<file path="config.mk">
export PLATFORM = sky130hd
export DESIGN_NAME = pad_cfg_regfile
export DESIGN_NICKNAME = d
export VERILOG_FILES = /design/src/rtl/pad_cfg_pkg.sv /design/src/rtl/pad_in_sync.sv /design/src/rtl/pad_cfg_perm.sv /design/src/rtl/pad_cfg_slice.sv /design/src/rtl/pad_cfg_regfile.sv
export SDC_FILE = /design/constraint.sdc
export NUM_CORES = 1
export LEC_CHECK = 0
export BUFFER_PORTS_ARGS = -buffer_cell sky130_fd_sc_hd__buf_4
export CORE_UTILIZATION = 58
export DETAILED_ROUTE_END_ITERATION = 7
export PLACE_DENSITY = 0.81
export REMOVE_ABC_BUFFERS = 1
export SLEW_MARGIN = 20
export SYNTH_ARGS = -nofsm -noshare
export SYNTH_HDL_FRONTEND = slang
export SYNTH_HIERARCHICAL = 1
export SYNTH_SLANG_ARGS = --single-unit
</file>
<file path="constraint.sdc">
create_clock -name clk_i -period 2 [get_ports clk_i]
set_input_delay 0.4 -clock clk_i [delete_from_list [all_inputs] [get_ports clk_i]]
set_output_delay 0.4 -clock clk_i [all_outputs]
set_load 0.01 [all_outputs]
</file>
<file path="src/rtl/pad_cfg_pkg.sv">
package pad_cfg_pkg;
  localparam int MODE_W   = 4;
  localparam int TERM_W   = 3;
  localparam int OWN_W    = 4;
  localparam int OWN_PER  = 8;
  localparam int W_MODE   = 10;
  localparam int W_RXDIS  = 9;
  localparam int W_TXDIS  = 8;
  localparam int W_RXST   = 1;
  localparam int W_TXST   = 0;
  localparam int W_TERM   = 10;
  localparam int W_UP     = 13;

  typedef struct packed {
    logic [MODE_W-1:0] mode;
    logic              rx_dis;
    logic              tx_dis;
    logic              tx_st;
  } cfg0_t;

  typedef struct packed {
    logic              up;
    logic [TERM_W-1:0] term;
  } cfg1_t;

  localparam cfg0_t CFG0_RST = '{mode: '0, rx_dis: 1'b0, tx_dis: 1'b1, tx_st: 1'b0};
  localparam cfg1_t CFG1_RST = '{up: 1'b0, term: '0};

  function automatic cfg0_t unpack0(logic [31:0] w);
    cfg0_t c;
    c.mode   = w[W_MODE +: MODE_W];
    c.rx_dis = w[W_RXDIS];
    c.tx_dis = w[W_TXDIS];
    c.tx_st  = w[W_TXST];
    return c;
  endfunction

  function automatic cfg1_t unpack1(logic [31:0] w);
    cfg1_t c;
    c.up   = w[W_UP];
    c.term = w[W_TERM +: TERM_W];
    return c;
  endfunction

  function automatic logic [31:0] pack0(cfg0_t c, logic rx);
    logic [31:0] w;
    w = '0;
    w[W_MODE +: MODE_W] = c.mode;
    w[W_RXDIS] = c.rx_dis;
    w[W_TXDIS] = c.tx_dis;
    w[W_RXST]  = rx;
    w[W_TXST]  = c.tx_st;
    return w;
  endfunction

  function automatic logic [31:0] pack1(cfg1_t c);
    logic [31:0] w;
    w = '0;
    w[W_UP] = c.up;
    w[W_TERM +: TERM_W] = c.term;
    return w;
  endfunction
endpackage

</file>
<file path="src/rtl/pad_in_sync.sv">
module pad_in_sync #(
  parameter int NUM_PADS = 16,
  parameter int STAGES   = 2
) (
  input  logic                clk_i,
  input  logic                rst_ni,
  input  logic [NUM_PADS-1:0] pad_i,
  output logic [NUM_PADS-1:0] sync_o
);
  logic [NUM_PADS-1:0] chain_q [STAGES];

  for (genvar s = 0; s < STAGES; s++) begin : g_stage
    if (s == 0) begin : g_first
      always_ff @(posedge clk_i or negedge rst_ni)
        if (!rst_ni) chain_q[0] <= '0;
        else         chain_q[0] <= pad_i;
    end else begin : g_next
      always_ff @(posedge clk_i or negedge rst_ni)
        if (!rst_ni) chain_q[s] <= '0;
        else         chain_q[s] <= chain_q[s-1];
    end
  end

  assign sync_o = chain_q[STAGES-1];
endmodule

</file>
<file path="src/rtl/pad_cfg_perm.sv">
module pad_cfg_perm #(
  parameter int          NUM_PADS  = 16,
  parameter int          GRP_PADS  = 8,
  parameter int          ADDR_W    = 12,
  parameter int unsigned OWN_BASE  = 32'h020,
  parameter int unsigned LOCK_BASE = 32'h080
) (
  input  logic                clk_i,
  input  logic                rst_ni,
  input  logic                wr_i,
  input  logic [ADDR_W-1:0]   addr_i,
  input  logic [31:0]         wdata_i,
  output logic [NUM_PADS-1:0] owned_o,
  output logic [NUM_PADS-1:0] cfg_lock_o,
  output logic [NUM_PADS-1:0] tx_lock_o,
  output logic                hit_o,
  output logic [31:0]         rdata_o
);
  import pad_cfg_pkg::*;

  localparam int NUM_OWN = (NUM_PADS + OWN_PER - 1) / OWN_PER;
  localparam int NUM_GRP = (NUM_PADS + GRP_PADS - 1) / GRP_PADS;
  localparam logic [ADDR_W-1:0] OWN_A   = ADDR_W'(OWN_BASE);
  localparam logic [ADDR_W-1:0] LOCK_A  = ADDR_W'(LOCK_BASE);
  localparam logic [ADDR_W-1:0] OWN_SP  = ADDR_W'(4 * NUM_OWN);
  localparam logic [ADDR_W-1:0] LOCK_SP = ADDR_W'(8 * NUM_GRP);

  logic [ADDR_W-1:0] own_off, lock_off, own_idx, grp_idx;
  logic own_hit, lock_hit, lock_tx;

  assign own_off  = addr_i - OWN_A;
  assign lock_off = addr_i - LOCK_A;
  assign own_hit  = (addr_i[1:0] == 2'b00) && (addr_i >= OWN_A) && (own_off < OWN_SP);
  assign lock_hit = (addr_i[1:0] == 2'b00) && (addr_i >= LOCK_A) && (lock_off < LOCK_SP);
  assign own_idx  = own_off >> 2;
  assign grp_idx  = lock_off >> 3;
  assign lock_tx  = lock_off[2];
  assign hit_o    = own_hit | lock_hit;

  logic [OWN_W-1:0] own_q [NUM_PADS];
  logic [NUM_PADS-1:0] cl_q, tl_q;

  for (genvar p = 0; p < NUM_PADS; p++) begin : g_pad
    localparam int K = p / OWN_PER;
    localparam int F = p % OWN_PER;
    localparam int G = p / GRP_PADS;
    localparam int B = p % GRP_PADS;

    always_ff @(posedge clk_i or negedge rst_ni) begin
      if (!rst_ni) begin
        own_q[p] <= '0;
        cl_q[p]  <= 1'b0;
        tl_q[p]  <= 1'b0;
      end else if (wr_i) begin
        if (own_hit && own_idx == ADDR_W'(K)) own_q[p] <= wdata_i[OWN_W*F +: OWN_W];
        if (lock_hit && grp_idx == ADDR_W'(G)) begin
          if (lock_tx) tl_q[p] <= wdata_i[B];
          else         cl_q[p] <= wdata_i[B];
        end
      end
    end

    assign owned_o[p] = (own_q[p] == '0);
  end

  assign cfg_lock_o = cl_q;
  assign tx_lock_o  = tl_q;

  always_comb begin
    rdata_o = '0;
    for (int p = 0; p < NUM_PADS; p++) begin
      if (own_hit && own_idx == ADDR_W'(p / OWN_PER))
        rdata_o[OWN_W*(p % OWN_PER) +: OWN_W] = own_q[p];
      if (lock_hit && grp_idx == ADDR_W'(p / GRP_PADS))
        rdata_o[p % GRP_PADS] = lock_tx ? tl_q[p] : cl_q[p];
    end
  end
endmodule

</file>
<file path="src/rtl/pad_cfg_slice.sv">
module pad_cfg_slice (
  input  logic                 clk_i,
  input  logic                 rst_ni,
  input  logic                 wr0_i,
  input  logic                 wr1_i,
  input  pad_cfg_pkg::cfg0_t   wcfg0_i,
  input  pad_cfg_pkg::cfg1_t   wcfg1_i,
  input  logic                 owned_i,
  input  logic                 cfg_lock_i,
  input  logic                 tx_lock_i,
  output pad_cfg_pkg::cfg0_t   cfg0_o,
  output pad_cfg_pkg::cfg1_t   cfg1_o
);
  import pad_cfg_pkg::*;

  cfg0_t cfg0_q;
  cfg1_t cfg1_q;
  logic  may_tx, may_all;

  assign may_tx  = owned_i & ~cfg_lock_i;
  assign may_all = may_tx & ~tx_lock_i;

  always_ff @(posedge clk_i or negedge rst_ni) begin
    if (!rst_ni) begin
      cfg0_q <= CFG0_RST;
      cfg1_q <= CFG1_RST;
    end else begin
      if (wr0_i && may_all)     cfg0_q       <= wcfg0_i;
      else if (wr0_i && may_tx) cfg0_q.tx_st <= wcfg0_i.tx_st;
      if (wr1_i && may_all)     cfg1_q       <= wcfg1_i;
    end
  end

  assign cfg0_o = cfg0_q;
  assign cfg1_o = cfg1_q;

  // a blocked pad keeps both words
  assert_blocked_hold_R7: assert property (@(posedge clk_i) disable iff (!rst_ni)
    ((wr0_i || wr1_i) && (!owned_i || cfg_lock_i)) |=> ($stable(cfg0_q) && $stable(cfg1_q)));

  assert_txlock_only_R8: assert property (@(posedge clk_i) disable iff (!rst_ni)
    ((wr0_i || wr1_i) && owned_i && !cfg_lock_i && tx_lock_i)
      |=> ($stable(cfg0_q.mode) && $stable(cfg0_q.rx_dis) && $stable(cfg0_q.tx_dis)
           && $stable(cfg1_q)));
endmodule

</file>
<file path="src/rtl/pad_cfg_regfile.sv">
module pad_cfg_regfile #(
  parameter int          NUM_PADS    = 16,
  parameter int          GRP_PADS    = 8,
  parameter int          SYNC_STAGES = 2,
  parameter int          ADDR_W      = 12,
  parameter int unsigned BASE_REG    = 32'h00C,
  parameter int unsigned OWN_BASE    = 32'h020,
  parameter int unsigned LOCK_BASE   = 32'h080,
  parameter int unsigned PAD_BASE    = 32'h400
) (
  input  logic                  clk_i,
  input  logic                  rst_ni,
  input  logic                  req_i,
  input  logic                  we_i,
  input  logic [ADDR_W-1:0]     addr_i,
  input  logic [31:0]           wdata_i,
  output logic [31:0]           rdata_o,
  input  logic [NUM_PADS-1:0]   pad_i,
  output logic [NUM_PADS-1:0]   oe_o,
  output logic [NUM_PADS-1:0]   out_o,
  output logic [4*NUM_PADS-1:0] mode_o,
  output logic [3*NUM_PADS-1:0] term_o,
  output logic [NUM_PADS-1:0]   pull_up_o
);
  import pad_cfg_pkg::*;

  localparam logic [ADDR_W-1:0] BASE_A = ADDR_W'(BASE_REG);
  localparam logic [ADDR_W-1:0] PAD_A  = ADDR_W'(PAD_BASE);
  localparam logic [ADDR_W-1:0] PAD_SP = ADDR_W'(8 * NUM_PADS);

  logic                rd, wr;
  logic [ADDR_W-1:0]   pad_off, pad_idx;
  logic                pad_hit, base_hit, perm_hit, word1;
  logic [31:0]         perm_rd, pad_rd;
  logic [NUM_PADS-1:0] owned, cfg_lock, tx_lock, rx_sync, rx_vis;
  cfg0_t               cfg0 [NUM_PADS];
  cfg1_t               cfg1 [NUM_PADS];
  cfg0_t               wcfg0;
  cfg1_t               wcfg1;

  assign rd       = req_i & ~we_i;
  assign wr       = req_i & we_i;
  assign pad_off  = addr_i - PAD_A;
  assign pad_hit  = (addr_i[1:0] == 2'b00) && (addr_i >= PAD_A) && (pad_off < PAD_SP);
  assign pad_idx  = pad_off >> 3;
  assign word1    = pad_off[2];
  assign base_hit = (addr_i == BASE_A);
  assign wcfg0    = unpack0(wdata_i);
  assign wcfg1    = unpack1(wdata_i);

  pad_cfg_perm #(
    .NUM_PADS(NUM_PADS), .GRP_PADS(GRP_PADS), .ADDR_W(ADDR_W),
    .OWN_BASE(OWN_BASE), .LOCK_BASE(LOCK_BASE)
  ) i_perm (
    .clk_i, .rst_ni, .wr_i(wr), .addr_i, .wdata_i,
    .owned_o(owned), .cfg_lock_o(cfg_lock), .tx_lock_o(tx_lock),
    .hit_o(perm_hit), .rdata_o(perm_rd)
  );

  pad_in_sync #(.NUM_PADS(NUM_PADS), .STAGES(SYNC_STAGES)) i_sync (
    .clk_i, .rst_ni, .pad_i, .sync_o(rx_sync)
  );

  for (genvar p = 0; p < NUM_PADS; p++) begin : g_pad
    logic sel;
    assign sel = wr && pad_hit && (pad_idx == ADDR_W'(p));

    pad_cfg_slice i_slice (
      .clk_i, .rst_ni,
      .wr0_i(sel & ~word1), .wr1_i(sel & word1),
      .wcfg0_i(wcfg0), .wcfg1_i(wcfg1),
      .owned_i(owned[p]), .cfg_lock_i(cfg_lock[p]), .tx_lock_i(tx_lock[p]),
      .cfg0_o(cfg0[p]), .cfg1_o(cfg1[p])
    );

    assign rx_vis[p]               = rx_sync[p] & ~cfg0[p].rx_dis;
    assign oe_o[p]                 = ~cfg0[p].tx_dis;
    assign out_o[p]                = cfg0[p].tx_st;
    assign mode_o[4*p +: 4]        = cfg0[p].mode;
    assign term_o[3*p +: 3]        = cfg1[p].term;
    assign pull_up_o[p]            = cfg1[p].up;
  end

  always_comb begin
    pad_rd = '0;
    for (int p = 0; p < NUM_PADS; p++)
      if (pad_idx == ADDR_W'(p))
        pad_rd = word1 ? pack1(cfg1[p]) : pack0(cfg0[p], rx_vis[p]);
  end

  always_ff @(posedge clk_i or negedge rst_ni) begin
    if (!rst_ni)       rdata_o <= '0;
    else if (rd) begin
      if (base_hit)      rdata_o <= PAD_BASE;
      else if (pad_hit)  rdata_o <= pad_rd;
      else if (perm_hit) rdata_o <= perm_rd;
      else               rdata_o <= '0;
    end
  end

  assert_base_reg_R2: assert property (@(posedge clk_i) disable iff (!rst_ni)
    (rd && addr_i == BASE_A) |=> (rdata_o == PAD_BASE));

  assert_unmapped_zero_R10: assert property (@(posedge clk_i) disable iff (!rst_ni)
    (rd && !base_hit && !pad_hit && !perm_hit) |=> (rdata_o == 32'h0));
endmodule

</file>
==> results of run 1 <==
[registers in the layout, summed over array words and instances (netlist names)]
signal and flops:
g_pad.i_slice/cfg0_o 112, i_sync/sync_o 16, i_sync/chain_q 16, g_pad.i_slice/cfg1_o 64
i_perm/own_q 64, i_perm/tx_lock_o 16, rdata_o 32, i_perm/cfg_lock_o 16
[Yosys cell counts, drive strengths merged (5+ instances only)]
| cell type | n | area share |
|---|---|---|
| nor3 | 22 | 0.0077 |
| ha | 8 | 0.0058 |
| a22o | 26 | 0.013 |
| nand2b | 11 | 0.0040 |
| o21ai | 38 | 0.011 |
| a211oi | 17 | 0.0074 |
| buf | 66 | 0.029 |
| or3 | 8 | 0.0029 |
| dfrtp | 320 | 0.47 |
| nor4 | 20 | 0.0082 |
| nor4b | 7 | 0.0048 |
| nor2b | 15 | 0.0055 |
| dfstp | 16 | 0.024 |
| mux2 | 282 | 0.21 |
| and4bb | 33 | 0.024 |
| a21oi | 59 | 0.017 |
| inv | 39 | 0.0085 |
| nand4 | 7 | 0.0034 |
| nor2 | 59 | 0.013 |
| nand3 | 13 | 0.0041 |
| o32a | 10 | 0.0058 |
| mux2i | 42 | 0.024 |
| clkbuf | 29 | 0.0064 |
| or2 | 5 | 0.0018 |
| a221oi | 10 | 0.0051 |
| nand3b | 42 | 0.018 |
| o22ai | 7 | 0.0026 |
| nor3b | 5 | 0.0031 |
| nand2 | 60 | 0.013 |
| mux4 | 16 | 0.021 |
[final cells by class]
type	count	area [sq um]	share of cell area
Multi-Input combinational cell	885	8950	0.379
Sequential cell	336	8430	0.357
Timing Repair Buffer	504	4360	0.185
Clock buffer	56	1120	0.0474
Tap cell	384	480	0.0203
Inverter	40	160	0.00678
Clock inverter	10	115	0.00487
Antenna cell	1	2.50	0.000106
[layout by cell type, fill, tap and decap left out, types with 7 or more instances in the layout]
master and instances:
nor3_1 10, mux2_2 105, a211oi_1 15, a21oi_1 52, dfstp_2 16, and4bb_1 19, nor2_2 10, buf_6 30
buf_12 28, clkbuf_1 9, nor2_1 30, dlygate4sd3_1 17, nor2_4 19, o32a_1 10, nand3b_1 42, and4bb_2 8
nor3_2 7, clkbuf_16 41, dfrtp_1 320, nand3_1 11, mux2_4 171, o21ai_0 36, mux2i_1 41, nor4_1 17
nor2b_1 15, nand2_1 51, buf_4 422, inv_1 34, clkbuf_8 8, a22o_1 26, nand2b_1 11, mux4_2 16
[power groups by stage]
| stage | Combinational [mW] | Clock (mW) | Sequential [mW] |
|---|---|---|---|
| 5_1_grt | 1.21 | 7.25 | 6.86 |
| 2_1_floorplan | 0.240 | 0 | 6.98 |
| 3_5_place_dp | 0.976 | 0 | 6.98 |
| 4_1_cts | 1.06 | 6.93 | 6.86 |
| 6_report | 1.16 | 6.94 | 6.86 |
| 3_3_place_gp | 0.965 | 0 | 6.98 |
[how the worst max path moves through the flow]
| stage | end | from | depth (start not counted) | slack [ns] |
|---|---|---|---|---|
| after global routing | rdata_o[1] | addr_i[7] | 12 | -0.27 |
| after floorplan | i_perm/own_q[0] | addr_i[6] | 7 | -1.59 |
| final | rdata_o[1] | addr_i[7] | 12 | -0.25 |
| after detailed placement | g_pad[3].i_slice/cfg0_o[5] | addr_i[9] | 11 | -0.93 |
| after global placement | g_pad[3].i_slice/cfg0_o[5] | addr_i[9] | 11 | -0.89 |
| after CTS | g_pad[2].i_slice/cfg0_o[5] | addr_i[7] | 11 | -0.13 |
[per-stage QoR]
| step | cell area (sq um) | hold WS, ns | power (mW) |
|---|---|---|---|
| after floorplan | 16600 | 0.104 | 7.22 |
| after global placement | 20700 | 0.330 | 7.95 |
| after detailed placement | 20700 | 0.336 | 7.96 |
| after CTS | 22800 | 0.101 | 14.9 |
| after global routing | 23600 | 0.0958 | 15.3 |
| final | 23600 | 0.0991 | 15.0 |
[worst register-to-register path: stages, from the launching register on]
cell and delay, ns:
dfrtp_1 0.41, nor2b_1 0.17, o21ai_0 0.24, a21oi_1 0.12
a211oi_1 0.46, o21ai_0 0.24, a221o_1 0.35
[routing by layer]
layer,vias to the layer above,part of all wire,wire length (um)
li1,5903,-,-
met1,7511,0.39,23900
met2,1015,0.47,28600
met3,245,0.092,5620
met4,0,0.054,3310
met5,-,0,0
[repair_timing]
action                                  CTS  global route
cloned                                    2             2
endpoints found under the setup margin  266           256
hold buffers                             17             0
setup buffers                            21            20
endpoints found under the hold margin    52             0
gates resized for setup                 136           153
pin swaps                                37            62
[logic make-up after synthesis]
| logic type | Yosys count | share of synthesized area |
|---|---|---|
| AOI/OAI and AO/OA | 212 | 0.0855 |
| buffers and inverters | 135 | 0.0438 |
| and+or+nand+nor | 323 | 0.121 |
| xor gates and xnor gates | 2 | 0.00102 |
| adders and majority gates | 8 | 0.00583 |
| muxes | 340 | 0.251 |
| DFF | 336 | 0.491 |
==> flow_summary.yaml, run 1 <==
setup_path:
  cp.required_ns: 2.43
  critical_path.cell_chain: "buf_8, inv_4, ha_4, or4b_4, or3_4, o32a_1, a221oi_2, buf_4, nand2_2, a21oi_2, a21oi_1, a31oi_1"
  reg2reg_to: "rdata_o[0]"
  reg2reg_depth: 6
  worst_setup_path_start_kind: "primary input"
  path_class: "primary input to flip-flop"
  crit_arrival_ns: 2.68
  crit_slowest_cell: "or4b_4"
  critPathBufInv: 3
  max_stage_delay_ns: 0.47
  path_delay_family: "simple AND/OR/NAND/NOR gates"
  r2r_start: "g_pad[1].i_slice/cfg0_o[0]"
  r2r_slack_ns: -0.11
  cp_max_fo: 5
  end_kind: "flip-flop"
route:
  postRouteAntennaNets: 0
  vias_per_cell: 6.62
  num_vias: 14700
  routedWlPerCell_um: 27.7
  drt_iter0_drc: 1567
  routed_wirelength_um: 61400
  drtPass1Iterations: 6
  drcViolationCount: 0
job:
  max-cap-violations: 0
place:
  dpl.hpwl_um: 40400
  place.gp.congestion: 0.989
  placed_cells: 2094
  dp_slack_ns: -0.926
  port_buffers: 255
status:
  status: "finished, violations left"
  violations: "negative setup slack"
clock_tree:
  clkSinkCount: 336
  cts_tree: "done"
  clk_path_buf_depth: 3
  clk_pin_slew_ns: 0.06
  cts_max_level: 2
  cts_inserted_buffers: 37
  cts_root_buf: "clkbuf_16"
  clk_latency_ns: 0.54
global_routing:
  grt_pass1_wl_um: 87800
  grt_start_max_net_pins: 76
  grt_usage: 0.383
  grtUsageMet1: 0.523
  antenna_found_initial: 1
  overflow: 0
  grt_pass1_vias: 14300
  use_met2: 0.598
  grt.busiest_layer: "met2"
  use_met3: 0.0669
sta:
  fin_ws_ns: -0.248
  fin_crit_sh: 1.12
  min_period_ns: 2.25
  fin_tns_setup_ns: -18.24
  setup_viol: 197
  hold_violations: 0
  grt_setup_unrepaired: "yes"
  worstMarginPinSlew_ns: 0.596
  max_freq_mhz: 445
  maxSlewViolCount: 0
  slew_headroom: 0.601
  skew_ns: 0.0222
final_layout:
  syn_to_final_growth_pct: 37.6
  finalNonFillerCells: 2216
  finalCoreUtilization: 0.816
  final_nets: 1876
  drive_above_1_share: 0.534
  n_fill_cell: 1465
worst_hold_path:
  worst_hold_startpoint: "wdata_i[28]"
  hp-class: "primary input to flip-flop"
  min_to: "i_perm/own_q[32]"
  hold_path_depth: 2
synthesis:
  yosys_register_bits: 336
  synth.yosys.seq_area_share: 0.491
  synth_cells: 1356
  ys_warn_count: 6
  synthArstFlopShare: 1.00
  synth_cell_types: 84
  synth_edf_count: 0
  syn_area_sq_mm: 0.0172
  avgSynthCellArea_sq_um: 12.7
  ys.flop_type: "dfrtp_1"
floorplan:
  coreArea_sq_mm: 0.0289
  die_h_um: 174
  initial_core_util: 0.593
  die_area_sq_mm: 0.0303
  fp-row-count: 62
  io_pins: 256
  die_w_um: 174
pwr:
  p_per_area_mw_per_mm2: 633
  switching_power_mw: 3.55
  peakVddDrop_v: 0.000698
  p_leak_nw: 11.0
  internal_power_mw: 11.4
  switching_share: 0.237
  power_frac_clock: 0.464
  pwr-share-seq: 0.459
  combPwrFrac: 0.077
No activity file was read; power rests on OpenSTA's default activity.
==> run 2, diff against run 1 <==
Settings changed: GPL_ROUTABILITY_DRIVEN set to 1, PLACE_DENSITY 0.81 to unset, PLACE_DENSITY_LB_ADDON set to 0.3.
==> flow_summary.yaml, run 2 (same netlist as run 1, synthesis figures left out) <==
sta:
  setup_viol: 229
  worstMarginPinSlew_ns: 0.573
  skew_ns: 0.0173
  max_freq_mhz: 458
  hold_violations: 0
  maxSlewViolCount: 0
  slew_headroom: 0.615
  min_period_ns: 2.18
  grt_setup_unrepaired: "yes"
  fin_crit_sh: 1.09
  fin_ws_ns: -0.183
global_routing:
  grt_start_max_net_pins: 55
  antenna_found_initial: 0
  grt_usage: 0.396
  overflow: 0
  grt_pass1_wl_um: 90800
  grt_pass1_vias: 14700
final_layout:
  final_common_cell: "buf_4"
  seq_area_sq_mm: 0.00843
  largest_reg_flops: 112
  drive_above_1_share: 0.539
  multi_input_area_sq_mm: 0.00895
  final_nets: 1908
  antennaDiodeCount: 0
  final_cell_mix: "buf_4, dfrtp_1, mux2_4"
  n_fill_cell: 1492
  syn_to_final_growth_pct: 39.8
  finalNonFillerCells: 2248
setup_path:
  cp.required_ns: 2.41
  crit_arrival_ns: 2.59
  cp_max_fo: 7
  path_class: "primary input to flip-flop"
  end_kind: "flip-flop"
  worst_setup_path_start_kind: "primary input"
route:
  drt_iter0_drc: 1531
  num_vias: 14600
  routedWlPerCell_um: 27.8
  postRouteAntennaNets: 0
  routed_wirelength_um: 62500
  vias_per_cell: 6.50
  drcViolationCount: 0
  drtPass1Iterations: 7
floorplan:
  io_pins: 256
  die_w_um: 174
  fp-row-count: 62
  die_area_sq_mm: 0.0303
  initial_core_util: 0.593
  coreArea_sq_mm: 0.0289
  die_h_um: 174
status:
  violations: "negative setup slack"
  status: "finished, violations left"
place:
  placed_cells: 2128
  port_buffers: 255
  place.gp.congestion: 0.935
  dpl.hpwl_um: 41000
clock_tree:
  cts_root_buf: "clkbuf_16"
  clk_latency_ns: 0.53
  cts_inserted_buffers: 38
  clk_path_buf_depth: 3
  cts_max_level: 2
  clkSinkCount: 336
  clk_pin_slew_ns: 0.06
  cts_tree: "done"
pwr:
  switching_share: 0.237
  pwr-share-seq: 0.450
  internal_power_mw: 11.6
  combPwrFrac: 0.078
  total_power_mw: 15.2
  p_leak_nw: 11.3
  peakVddDrop_v: 0.000743
  p_per_area_mw_per_mm2: 635
  power_frac_clock: 0.472
  switching_power_mw: 3.61
job:
  max-cap-violations: 0
worst_hold_path:
  hp-class: "primary input to flip-flop"
[run 2: cell types whose count changed in the layout (fill, tap and decap cells not counted), sizes merged]
cell	previous run	this run
bufbuf	0	2
buf	485	515
bufinv	2	3
clkbuf	58	60
diode	1	0
clkinvlp	3	1
[run 2: final timing paths]
check	startpoint	endpoint	slack [ns]	cells past startpoint
max	addr_i[8]	g_pad[10].i_slice/cfg1_o[1]	-0.18	11
min	wdata_i[25]	i_perm/own_q[5]	0.1	2
max reg2reg	g_pad[3].i_slice/cfg0_o[2]	rdata_o[9]	0.02	6
min reg2reg	i_sync/chain_q[30]	i_sync/sync_o[14]	0.35	0
max in group asynchronous	rst_ni	g_pad[10].i_slice/cfg0_o[1]	0.84	3
min in group asynchronous	rst_ni	g_pad[6].i_slice/cfg0_o[4]	0.41	2
[run 2: final cells by class]
type / count / share of cell area
clock inverters: 9 / 0.00542
multi-input cells: 885 / 0.373
repair buffers: 535 / 0.196
well taps: 384 / 0.0200
flip-flops and latches: 336 / 0.351
clock buffers: 59 / 0.0480
inverters: 40 / 0.00646
[run 2: critical path, cell delays in order]
cell	delay, ns
buf_8	0.10
or3_4	0.39
a21oi_4	0.18
o211ai_4	0.15
nor3_2	0.21
buf_6	0.19
nand2_4	0.09
nor2_2	0.12
and4bb_2	0.31
buf_6	0.13
mux2_4	0.30
[run 2: power groups by stage]
stage | clock (mW) | sequential (mW) | combinational [mW]
2_1_floorplan | 0 | 6.98 | 0.240
3_3_place_gp | 0 | 6.98 | 1.01
3_5_place_dp | 0 | 6.98 | 1.03
4_1_cts | 7.20 | 6.86 | 1.10
5_1_grt | 7.47 | 6.86 | 1.25
6_report | 7.19 | 6.86 | 1.19
[run 2: per-layer routing]
layer	global-route usage	vias up	part of all wire
met5	0	-	0
met2	0.633	950	0.47
li1	-	5979	-
met4	0.185	0	0.052
met3	0.0626	231	0.086
met1	0.533	7457	0.39
[run 2: per-stage QoR]
stage / setup TNS [ns] / worst slack [ns] / hold WS (ns) / utilization / area (sq um)
after floorplan: -233.45 / -1.59 / 0.104 / - / 16600
after global placement: -196.43 / -0.880 / 0.335 / 0.726 / 21000
after CTS: -13.02 / -0.134 / 0.00105 / 0.804 / 23300
after global routing: -24.82 / -0.214 / 0.0992 / 0.830 / 24000
final: -16.01 / -0.183 / 0.0969 / 0.830 / 24000
after detailed placement: -206.55 / -0.928 / 0.335 / 0.726 / 21000
[run 2: what timing repair did]
item / in CTS / in global routing
hold buffers: 15 / 2
setup endpoints to repair: 224 / 277
cloned: 3 / 1
resized for setup: 150 / 131
pin swaps: 33 / 41
setup buffers: 18 / 20
hold endpoints to repair: 53 / 2
